$ cat config.mk
export PLATFORM = sky130hd
export DESIGN_NAME = gtimer64
export DESIGN_NICKNAME = d
export VERILOG_FILES = /design/src/rtl/gtimer64.sv
export SDC_FILE = /design/constraint.sdc
export NUM_CORES = 1
export LEC_CHECK = 0
export BUFFER_PORTS_ARGS = -buffer_cell sky130_fd_sc_hd__buf_2
export CORE_MARGIN = 2
export CORE_UTILIZATION = 45
export CTS_BUF_LIST = sky130_fd_sc_hd__clkbuf_8 sky130_fd_sc_hd__clkbuf_16
export DETAILED_ROUTE_END_ITERATION = 10
export PLACE_DENSITY = 0.66
export SYNTH_ARGS = -nofsm -noshare
export SYNTH_HDL_FRONTEND = slang
export SYNTH_SLANG_ARGS = --single-unit
$ cat constraint.sdc
create_clock -name clk -period 5 [get_ports clk]
set_input_delay 0.25 -clock clk [delete_from_list [all_inputs] [get_ports clk]]
set_output_delay 0.25 -clock clk [all_outputs]
set_load 0.01 [all_outputs]
$ cat src/rtl/gtimer64.sv
module gtimer64 (
  input  logic        clk,
  input  logic        rst_n,
  input  logic        tick_i,
  input  logic        wr_en_i,
  input  logic [2:0]  addr_i,
  input  logic [31:0] wdata_i,
  output logic [31:0] rdata_o,
  output logic        irq_o
);
  localparam logic [2:0] A_CLO = 3'd0, A_CHI = 3'd1, A_CTL = 3'd2, A_STS = 3'd3,
                         A_KLO = 3'd4, A_KHI = 3'd5, A_INC = 3'd6;

  logic [63:0] cnt, cmp;
  logic [31:0] inc;
  logic [3:0]  ctrl;
  logic        flag;

  wire run  = ctrl[0];
  wire hit  = ctrl[1] && (cnt >= cmp);
  wire clr  = wr_en_i && addr_i == A_STS && wdata_i[0];
  wire wcmp = wr_en_i && (addr_i == A_KLO || addr_i == A_KHI);

  always_ff @(posedge clk) begin
    if (!rst_n) cnt <= '0;
    else if (!run && wr_en_i && addr_i == A_CLO) cnt[31:0] <= wdata_i;
    else if (!run && wr_en_i && addr_i == A_CHI) cnt[63:32] <= wdata_i;
    else if (run && tick_i) cnt <= cnt + 64'd1;
  end

  always_ff @(posedge clk) begin
    if (!rst_n) cmp <= '0;
    else if (wr_en_i && addr_i == A_KLO) cmp[31:0] <= wdata_i;
    else if (wr_en_i && addr_i == A_KHI) cmp[63:32] <= wdata_i;
    else if (hit && ctrl[3]) cmp <= cmp + {32'd0, inc};
  end

  always_ff @(posedge clk) begin
    if (!rst_n) begin
      ctrl <= '0;
      inc  <= '0;
      flag <= 1'b0;
    end else begin
      if (wr_en_i && addr_i == A_CTL) ctrl <= wdata_i[3:0];
      if (wr_en_i && addr_i == A_INC) inc <= wdata_i;
      if (hit) flag <= 1'b1;
      else if (clr) flag <= 1'b0;
    end
  end

  always_comb begin
    case (addr_i)
      A_CLO:   rdata_o = cnt[31:0];
      A_CHI:   rdata_o = cnt[63:32];
      A_CTL:   rdata_o = {28'd0, ctrl};
      A_STS:   rdata_o = {31'd0, flag};
      A_KLO:   rdata_o = cmp[31:0];
      A_KHI:   rdata_o = cmp[63:32];
      A_INC:   rdata_o = inc;
      default: rdata_o = '0;
    endcase
  end

  assign irq_o = flag & ctrl[2];
endmodule

Yosys cells after proc, flatten, opt, wreduce, memory -nomap -nowiden

Cells that the tools add are included.

$add $sub $neg: 2
Magnitude comparators: 1
Eq/ne operators: 8
Muxes and demuxes: 11
Bitwise logic cells: 3
Reductions and logical operators: 23

Operators by type and width:

| kind                                          | number |
|---|---|
| case mux 32 bit (7 select lines)              | 1 |
| two-way mux 32 bit                            | 6 |
| two-way mux 64 bit                            | 2 |
| adder 64 x 1 -> 64 bit, second input constant | 1 |
| adder 64 x 32 -> 64 bit                       | 1 |
| greater-or-equal comparator 64 bit            | 1 |
| logical AND 1 bit                             | 12 |
| nonzero test 2 bit                            | 5 |
| == test 3 bit, second input constant          | 3 |
| AND reduction 2 bit                           | 4 |
| == test 3 x 2 -> 1 bit, second input constant | 2 |
| != test 2 bit, second input constant          | 2 |
| == test 3 x 1 -> 1 bit, second input constant | 1 |
| logical NOT 3 bit                             | 1 |
| two-way mux 1 bit                             | 2 |
| NOT 1 bit                                     | 2 |
| bitwise AND 1 bit                             | 1 |
| logical NOT 1 bit                             | 1 |

Bits in registers: 165
Output and inout port bits: 33
Word-level logic and storage cells: 55

Depth between registers and ports, before layout

Gate-level depths: netlist (run 1).

Depth in word-level cells: 6
Gate-level depth with buffers: 13

Least setup slack after synthesis (run 1)

No wires, ideal clock.

Kind: register -> register
Start: register cnt[0]
End: register cmp[33]
Arrival time: 2.857 ns
Data required time: 4.885 ns
Path slack: 2.028 ns
Stages on the path, launching flop included: 13
Path through: dfxtp_1 > inv_1 > ha_1 > nand2b_1 > a2111oi_0 > nor3_1 > or4b_1 > a21oi_2 > a211o_1 > and2_1 > buf_2 > nor2_1 > o21a_1

Longest elaborated chain between the ends: 5

RTL lines:

| what                               | RTL line | text |
|---|---|---|
| start, declared                    | 14       | `logic [63:0] cnt, cmp;` |
| start signal, assigned             | 26       | `else if (!run && wr_en_i && addr_i == A_CLO) cnt[31:0] <= wdata_i;` |
| start signal, assigned             | 28       | `else if (run && tick_i) cnt <= cnt + 64'd1;` |
| greater-or-equal comparator 64 bit | 20       | `wire hit = ctrl[1] && (cnt >= cmp);` |
| logical AND 1 bit                  | 20       |  |
| logical AND 1 bit                  | 35       | `else if (hit && ctrl[3]) cmp <= cmp + {32'd0, inc};` |
| nonzero test 2 bit (no line)       | -        |  |
| AND reduction 2 bit (no line)      | -        |  |
| end signal, assigned               | 34       | `else if (wr_en_i && addr_i == A_KHI) cmp[63:32] <= wdata_i;` |
| end signal, assigned               | 35       |  |
| end, declared                      | 14       |  |

Every way passes these cells.
A chain may end at the register's enable or synchronous reset.

Worst setup path in the final report (run 1)

Start: register cmp[37]
End: register cmp[63]

Longest elaborated chain between the ends: 5

RTL lines:

| what                               | RTL line |
|---|---|
| greater-or-equal comparator 64 bit | 20 |
| logical AND 1 bit                  | 20 |
| logical AND 1 bit                  | 35 |
| nonzero test 2 bit (no line)       | - |
| AND reduction 2 bit (no line)      | - |

Several ways; a longest one is shown, not always the timed one. The select of a mux whose other input is x is not followed.

==> flow_summary.toml, run 1 <==
[setup_path]
cp_max_fo = 17
crit_path_end_kind = "flop"
timing.rr.start = "cmp[37]"
worstSetupEndpoint = "cmp[63]"
cp.depth = 11
critPathMaxStageDelay_ns = 0.69
reg2reg_slack_ns = 0.25
worstSetupStartpointType = "flop"
r2r-end = "cmp[63]"
crit_chain = "inv_1 > ha_1 > nand4_1 > nor4_1 > nand4_1 > nor4_1 > a21oi_2 > a21oi_2 > nand3_1 > or4_1 > a31oi_1"
worst-path-buf-inv = 1
crit_arrival_ns = 5.13
path_class = "flop to flop"
startpoint = "cmp[37]"
r2r_cells = 11
critical_path.slowest_cell = "or4_1"
crit_required_ns = 5.38
path_delay_family = "simple AND/OR/NAND/NOR gates"

[cells_and_area]
fin_nets = 1846
area_delta_synth_final_pct = 9.15
diodes = 0
nFillCells = 2745
final_layout_size_suffix_gt1_frac = 0.0959
final_area_mm2 = 0.0139

[place]
gp_congestion = 1.03
dp_hpwl_um = 38100
port_buffers = 71
place_area_mm2 = 0.0133

[sta]
finalSetupTns_ns = 0
drv_slew = 0
slew_headroom = 0.174
finalHoldViolations = 0
finalSetupViolations = 0
rsz0062_at_grt = "false"
tightest_slew_ns = 1.24
finClkSkew_ns = 0.0168
fin_crit_sh = 0.950
period_needed_ns = 4.75
fmax_mhz = 211

[routing]
wl_per_cell_um = 24.9
first_pass_iters = 8
drcViolationCount = 0
drtAntennaViolNets = 0
num_vias = 13700
wirelength_um = 52200
via_per_inst = 6.52
dr.first_iter.drc_count = 1702

[synth]
synth.net_count = 1837
synth_area_leaders = "dfxtp_1 (26%), ha_1 (9.5%), nand2_1 (7.5%)"
synth_top_flop_cell = "dfxtp_1"
ys_ff_latch = 165
synth_cell_types = 78
yosysTopAreaCell = "dfxtp_1"
avgSynthCellArea_um2 = 7.49
synth_top_area_share = 0.259
synthesis.area_mm2 = 0.0127
async_reset_ff_frac = 0
ys_seq_area_frac = 0.259
yosys_warnings = 0
synth_most_common_cell = "nand2_1"
synthCells = 1700
yosys-top-cells-count = "nand2_1 (255), dfxtp_1 (165), nor2_1 (135), a21oi_1 (132), o21ai_0 (100)"
synth-edff-count = 0

[floorplan]
num_rows = 61
initial_core_util = 0.457
die_w_um = 172
io_pins = 72
die_h_um = 172
die_area_mm2 = 0.0297
core_area_mm2 = 0.0279

[global_route]
track_usage = 0.354
grt_max_degree = 62
antenna_found_initial = 1
use_met3 = 0.0748
grt_pass1_vias = 12400
gr-usage-met1 = 0.476
use_met2 = 0.529
grt_pass1_wl_um = 77800
grt_overflow = 0
busiest_layer = "met2"

[clocking]
clkTransAtPathRegs_ns = 0.08
root_buffer = "clkbuf_16"
ctsResizeCount = 0
cts_tree = "built"
cts_max_path_buffers = 2
cts_buffers = 17
postCtsSetupBuffers = 0
cts-hold-fix-buffers = 0
worstSkewPairLatency_ns = 0.47
htree_num_levels = 4
clock-sinks = 165

[pwr]
irDropWorstVdd_mv = 0.235
p_leak_nw = 5.11
p_per_area_mw_per_mm2 = 234

[flow_run]
drv_cap = 0

[status]
status = "complete, no violations"

[min_path]
hold_path.class = "input pin to flop"
## layout make-up
class,count,area [um^2],area share
Tap cell,378,473,0.0340
Clock buffer,17,425,0.0306
Clock inverter,14,128,0.00918
Multi-Input combinational cell,1337,8710,0.626
Sequential cell,165,3300,0.238
Timing Repair Buffer,89,490,0.0353
Inverter,99,374,0.0269
## worst min path at each step
| stage | from | cells after the start | slack, ns | to |
|---|---|---|---|---|
| 3_3_place_gp | inc[11] | 2 | 0.46 | inc[11] |
| 2_1_floorplan | wdata_i[8] | 2 | 0.38 | cnt[40] |
| 6_report | wdata_i[21] | 3 | 0.08 | inc[21] |
| 4_1_cts | wdata_i[22] | 3 | 0.08 | inc[22] |
| 5_1_grt | wdata_i[4] | 3 | 0.09 | inc[4] |
| 3_5_place_dp | cmp[1] | 2 | 0.48 | cmp[1] |
## layer usage
| metal | share of wire | wire, um | vias to the layer above |
|---|---|---|---|
| met5 | 0.00027 | 14 | - |
| met4 | 0.057 | 2990 | 2 |
| met3 | 0.11 | 5650 | 154 |
| li1 | - | - | 6213 |
| met2 | 0.43 | 22200 | 834 |
| met1 | 0.41 | 21400 | 6482 |
## where the power goes
group | switching [mW] | leakage [nW] | internal (mW) | total, mW
combinational | 0.335 | 3.51 | 0.165 | 0.501
clock | 0.647 | 0.262 | 0.687 | 1.33
sequential | 0.0592 | 1.34 | 1.35 | 1.41
## stage by stage
step                std cells  setup WS, ns  hold WS, ns  total power, mW  utilization
floorplan                1700          2.03        0.380             1.73            -
global placement         2068         0.514        0.463             1.91        0.479
detailed placement       2068         0.445        0.478             1.92        0.479
CTS                      2099         0.417       0.0780             3.23        0.499
global route             2099         0.116       0.0915             3.33        0.499
finish                   2099         0.251       0.0848             3.25        0.499
## worst min-delay path: cells and delay by family
family	cells	cell delay, ns
buffers and inverters	1	0.14
and+or+nand+nor	1	0.07
AOI/OAI and AO/OA	1	0.05
## logic make-up (layout without fill, tap and decap cells)
kind of cell	count (synthesis)	count (layout)	share of synthesized area
compound gates	489	489	0.249
xor+xnor	83	83	0.0571
fa+ha+maj	98	98	0.0969
buf+inv	198	219	0.0591
flops	165	165	0.259
mux	43	43	0.0478
simple gates	624	624	0.231
## flip-flops by register name (all words and copies together) (netlist names)
register	count
cnt	64
flag	1
cmp	64
ctrl	4
inc	32
## placed cells by master (no fill, tap or decap), types with 13 or more instances in the layout
cell         n
a211oi_1    65
a21o_1      19
a21oi_1    132
a221oi_1    20
a22oi_1     13
a31oi_1     19
and2_1      14
and3_1      22
buf_2       71
buf_4       18
clkbuf_16   17
dfxtp_1    165
ha_1        97
inv_1       98
mux2i_1     26
mux4_2      14
nand2_1    255
nand3_1     58
nand4_1     44
nor2_1     133
nor3_1      21
o211ai_1    17
o21ai_0    100
o22ai_1     13
xnor2_1     45
xor2_1      38
No activity file was read; power rests on OpenSTA's default activity.
==> run 2: changes to the inputs <==
--- a/config.mk
+++ b/config.mk
@@ -7,10 +7,11 @@
 export LEC_CHECK = 0
 export BUFFER_PORTS_ARGS = -buffer_cell sky130_fd_sc_hd__buf_2
 export CORE_MARGIN = 2
-export CORE_UTILIZATION = 45
+export CORE_UTILIZATION = 55
 export CTS_BUF_LIST = sky130_fd_sc_hd__clkbuf_8 sky130_fd_sc_hd__clkbuf_16
 export DETAILED_ROUTE_END_ITERATION = 10
-export PLACE_DENSITY = 0.66
+export PLACE_DENSITY = 0.77
+export REMOVE_ABC_BUFFERS = 1
 export SYNTH_ARGS = -nofsm -noshare
 export SYNTH_HDL_FRONTEND = slang
 export SYNTH_SLANG_ARGS = --single-unit
==> run 2 against run 1 <==
- die area down 18%
- final area fell by 0.58%
- critical path type unchanged
- utilization rose by 11 points
- largest cell class unchanged
- flip-flop and latch count did not move
- fmax grew 8.5%
==> flow_summary.toml, run 2 (synthesized netlist as in run 1, its figures left out) <==
[status]
status = "complete, no violations"

[setup_path]
crit_arrival_ns = 4.73
reg2reg_slack_ns = 0.62
cp_max_fo = 17
crit_path_end_kind = "flop"
r2r_cells = 11
worstSetupStartpointType = "flop"
crit_required_ns = 5.36
path_class = "flop to flop"

[place]
dp_hpwl_um = 33700
port_buffers = 71
gp_congestion = 1.01
place_area_mm2 = 0.0132

[routing]
drtAntennaViolNets = 0
via_per_inst = 6.76
first_pass_iters = 8
wirelength_um = 46900
num_vias = 13600
wl_per_cell_um = 23.3
dr.first_iter.drc_count = 1771
drcViolationCount = 0

[floorplan]
num_rows = 55
io_pins = 72
die_area_mm2 = 0.0244
die_w_um = 156
die_h_um = 156
initial_core_util = 0.561
core_area_mm2 = 0.0227

[pwr]
p_leak_nw = 5.13
irDropWorstVdd_mv = 0.173
p_per_area_mw_per_mm2 = 234

[clocking]
cts-hold-fix-buffers = 0
cts_max_path_buffers = 2
worstSkewPairLatency_ns = 0.45
htree_num_levels = 4
ctsResizeCount = 0
cts_tree = "built"
root_buffer = "clkbuf_16"
cts_buffers = 17
clkTransAtPathRegs_ns = 0.07
postCtsSetupBuffers = 0
clock-sinks = 165

[sta]
fin_hold_ws_ns = 0.0923
slew_headroom = 0.200
fmax_mhz = 229
period_needed_ns = 4.38
rsz0062_at_grt = "false"
tightest_slew_ns = 1.20
finalHoldViolations = 0
finClkSkew_ns = 0.0114
finalSetupTns_ns = 0
drv_slew = 0
fin_crit_sh = 0.875
finalSetupViolations = 0

[global_route]
grt_overflow = 0
grt_pass1_vias = 12600
antenna_found_initial = 1
track_usage = 0.385
grt_pass1_wl_um = 72500
grt_max_degree = 90

[cells_and_area]
final_layout_size_suffix_gt1_frac = 0.0962
final_area_mm2 = 0.0138
final_common_cell = "nand2_1"
area_delta_synth_final_pct = 8.51
final_cell_mix = "nand2_1 (255), dfxtp_1 (165), nor2_1 (134)"
fin_nets = 1849
nFillCells = 2074
reg_top3 = "cmp (64), cnt (64), inc (32)"
post-route-util = 0.609

[flow_run]
drv_cap = 0

[min_path]
hold_path.class = "input pin to flop"
holdPathStages = 3
[run 2: cell types whose count changed in the layout (fill, tap and decap cells not counted), sizes merged]
cell | before | now
buf | 89 | 92
clkbuf | 17 | 18
clkinv | 5 | 3
clkinvlp | 4 | 5
diode | 0 | 1
inv | 103 | 104
[run 2: path summary, 6_finish.rpt]
kind | endpoint | from
max | cmp[63] | cmp[34]
min | inc[21] | wdata_i[21]
max reg2reg | cmp[63] | cmp[34]
min reg2reg | inc[5] | inc[5]
[run 2: critical path, cell delays in order, from the launching register on]
cell	delay, ns
dfxtp_1	0.45
inv_1	0.10
ha_1	0.32
nand4_1	0.14
nor4_1	0.67
nand4_1	0.21
nor4_1	0.38
a21oi_2	0.14
a21oi_2	0.39
nand3_1	0.62
or4_1	0.70
a31oi_1	0.16
[run 2: through the flow]
step / cells / worst slack [ns] / power, mW
after global routing: 2010 / 0.453 / 3.32
after CTS: 2010 / 0.802 / 3.21
final: 2011 / 0.624 / 3.23
after global placement: 1978 / 0.902 / 1.90
after floorplan: 1601 / 0.906 / 1.69
after detailed placement: 1978 / 0.823 / 1.91
[run 2: power breakdown]
part           switching, mW  total, mW  internal, mW
registers             0.0557       1.41          1.35
logic                  0.327      0.493         0.167
clock network          0.621       1.32         0.704
total                   1.00       3.23          2.22
[run 2: area by class of cell]
class	instances	area, um^2	share of cell area
multi-input combinational	1337	8700	0.630
antenna	1	2.50	0.000181
inverter	99	374	0.0271
tap	285	357	0.0258
timing repair buffer	92	513	0.0371
clock buffer	18	439	0.0318
clock inverter	14	129	0.00933
sequential	165	3300	0.239
[run 2: metal layers]
metal,global-route usage,up-vias,share of wire
li1,-,6224,-
met1,0.520,6386,0.40
met2,0.599,836,0.44
met3,0.0769,157,0.11
met4,0.170,0,0.046
met5,0,-,0
==> run 3: changes to the inputs <==
--- a/config.mk
+++ b/config.mk
@@ -10,6 +10,7 @@
 export CORE_UTILIZATION = 55
 export CTS_BUF_LIST = sky130_fd_sc_hd__clkbuf_8 sky130_fd_sc_hd__clkbuf_16
 export DETAILED_ROUTE_END_ITERATION = 10
+export MAX_ROUTING_LAYER = met4
 export PLACE_DENSITY = 0.77
 export REMOVE_ABC_BUFFERS = 1
 export SYNTH_ARGS = -nofsm -noshare
==> run 3 against run 2 <==
- flip-flop and latch count did not move
- critical path type unchanged
- highest routed layer unchanged
- register-to-register slack got worse by 0.21 ns
- clock power rose by 4%
- fmax shrank 4.7%
- sequential share of layout area fell by 0.078 points
- worst setup slack lost 0.21 ns
==> flow_summary.toml, run 3 (synthesized netlist as in run 1, its figures left out) <==
[status]
status = "complete, no violations"

[floorplan]
die_area_mm2 = 0.0244
io_pins = 72
initial_core_util = 0.561
die_w_um = 156
die_h_um = 156
core_area_mm2 = 0.0227
num_rows = 55

[clocking]
cts_buffers = 17
cts-hold-fix-buffers = 0
postCtsSetupBuffers = 0
cts_tree = "built"
clock-sinks = 165
root_buffer = "clkbuf_16"
clkTransAtPathRegs_ns = 0.07
cts_max_path_buffers = 2
ctsResizeCount = 0
worstSkewPairLatency_ns = 0.44
htree_num_levels = 4

[setup_path]
reg2reg_slack_ns = 0.41
worstSetupStartpointType = "flop"
crit_path_end_kind = "flop"
cp_max_fo = 17
path_class = "flop to flop"
crit_arrival_ns = 4.96
crit_required_ns = 5.37

[flow_run]
drv_cap = 0

[sta]
drv_slew = 0
period_needed_ns = 4.59
fmax_mhz = 218
finalHoldViolations = 0
rsz0062_at_grt = "false"
finalSetupTns_ns = 0
finalSetupViolations = 0
slew_headroom = 0.201
finClkSkew_ns = 0.0139
layout_setup_ws_ns = 0.409
tightest_slew_ns = 1.20
fin_crit_sh = 0.918

[place]
place_ws_ns = 0.575
gp_congestion = 1.04
dp_hpwl_um = 33200
dp.cells = 1981
place_area_mm2 = 0.0133
port_buffers = 71

[routing]
dr.first_iter.drc_count = 1956
drtAntennaViolNets = 0
num_vias = 13500
wirelength_um = 46000
via_per_inst = 6.71
first_pass_iters = 6
drcViolationCount = 0
wl_per_cell_um = 22.8

[global_route]
grt_overflow = 0
antenna_found_initial = 0
grt_pass1_vias = 12100
grt_pass1_wl_um = 70500
track_usage = 0.385
grt_max_degree = 62

[cells_and_area]
diodes = 0
final_area_mm2 = 0.0139
reg_top3 = "cmp (64), cnt (64), inc (32)"
area_delta_synth_final_pct = 8.86
seq_area_mm2 = 0.00330
multi_input_area_mm2 = 0.00870
final_cell_mix = "nand2_1 (255), dfxtp_1 (165), nor2_1 (134)"
final_layout_size_suffix_gt1_frac = 0.0978
nFillCells = 2090
fin_cells = 2013
fin_nets = 1852
final_common_cell = "nand2_1"

[pwr]
irDropWorstVdd_mv = 0.162
p_per_area_mw_per_mm2 = 236
power_mw = 3.27
p_leak_nw = 5.17

[min_path]
hold_path.class = "input pin to flop"
run 3: report_power, final:
part / internal, mW / leakage (nW) / switching, mW / total [mW]
logic: 0.167 / 3.54 / 0.321 / 0.488
registers: 1.35 / 1.34 / 0.0558 / 1.41
clock network: 0.755 / 0.289 / 0.617 / 1.37
total: 2.28 / 5.17 / 0.994 / 3.27
run 3: per-stage QoR:
| step | utilization | hold WS, ns |
|---|---|---|
| floorplan | - | 0.367 |
| global placement | 0.584 | 0.462 |
| detailed placement | 0.584 | 0.475 |
| CTS | 0.611 | 0.0944 |
| global route | 0.611 | 0.116 |
| finish | 0.611 | 0.101 |
run 3: layout make-up:
class,count,area share
Multi-Input combinational cell,1337,0.628
Sequential cell,165,0.238
Timing Repair Buffer,95,0.0386
Clock buffer,18,0.0317
Inverter,99,0.0270
Tap cell,285,0.0257
Clock inverter,14,0.0111
run 3: per-layer routing:
layer | track usage | wire, um
met1 | 0.510 | 19000
met2 | 0.588 | 20200
met4 | 0.153 | 1890
met5 | - | 0
met3 | 0.0642 | 4870
run 3: worst paths after layout:
path,endpoint,cells past startpoint,start
max reg2reg,cmp[63],11,cmp[34]
max,cmp[63],11,cmp[34]
min,inc[22],3,wdata_i[22]
min reg2reg,inc[3],2,inc[3]
run 3: critical path, cell delays in order (launching register included):
cell and delay, ns:
dfxtp_1 0.46, inv_1 0.10, ha_1 0.32, nand4_1 0.14, nor4_1 0.73, nand4_1 0.22
nor4_1 0.48, a21oi_2 0.15, a21oi_2 0.41, nand3_1 0.63, or4_1 0.71, a31oi_1 0.17
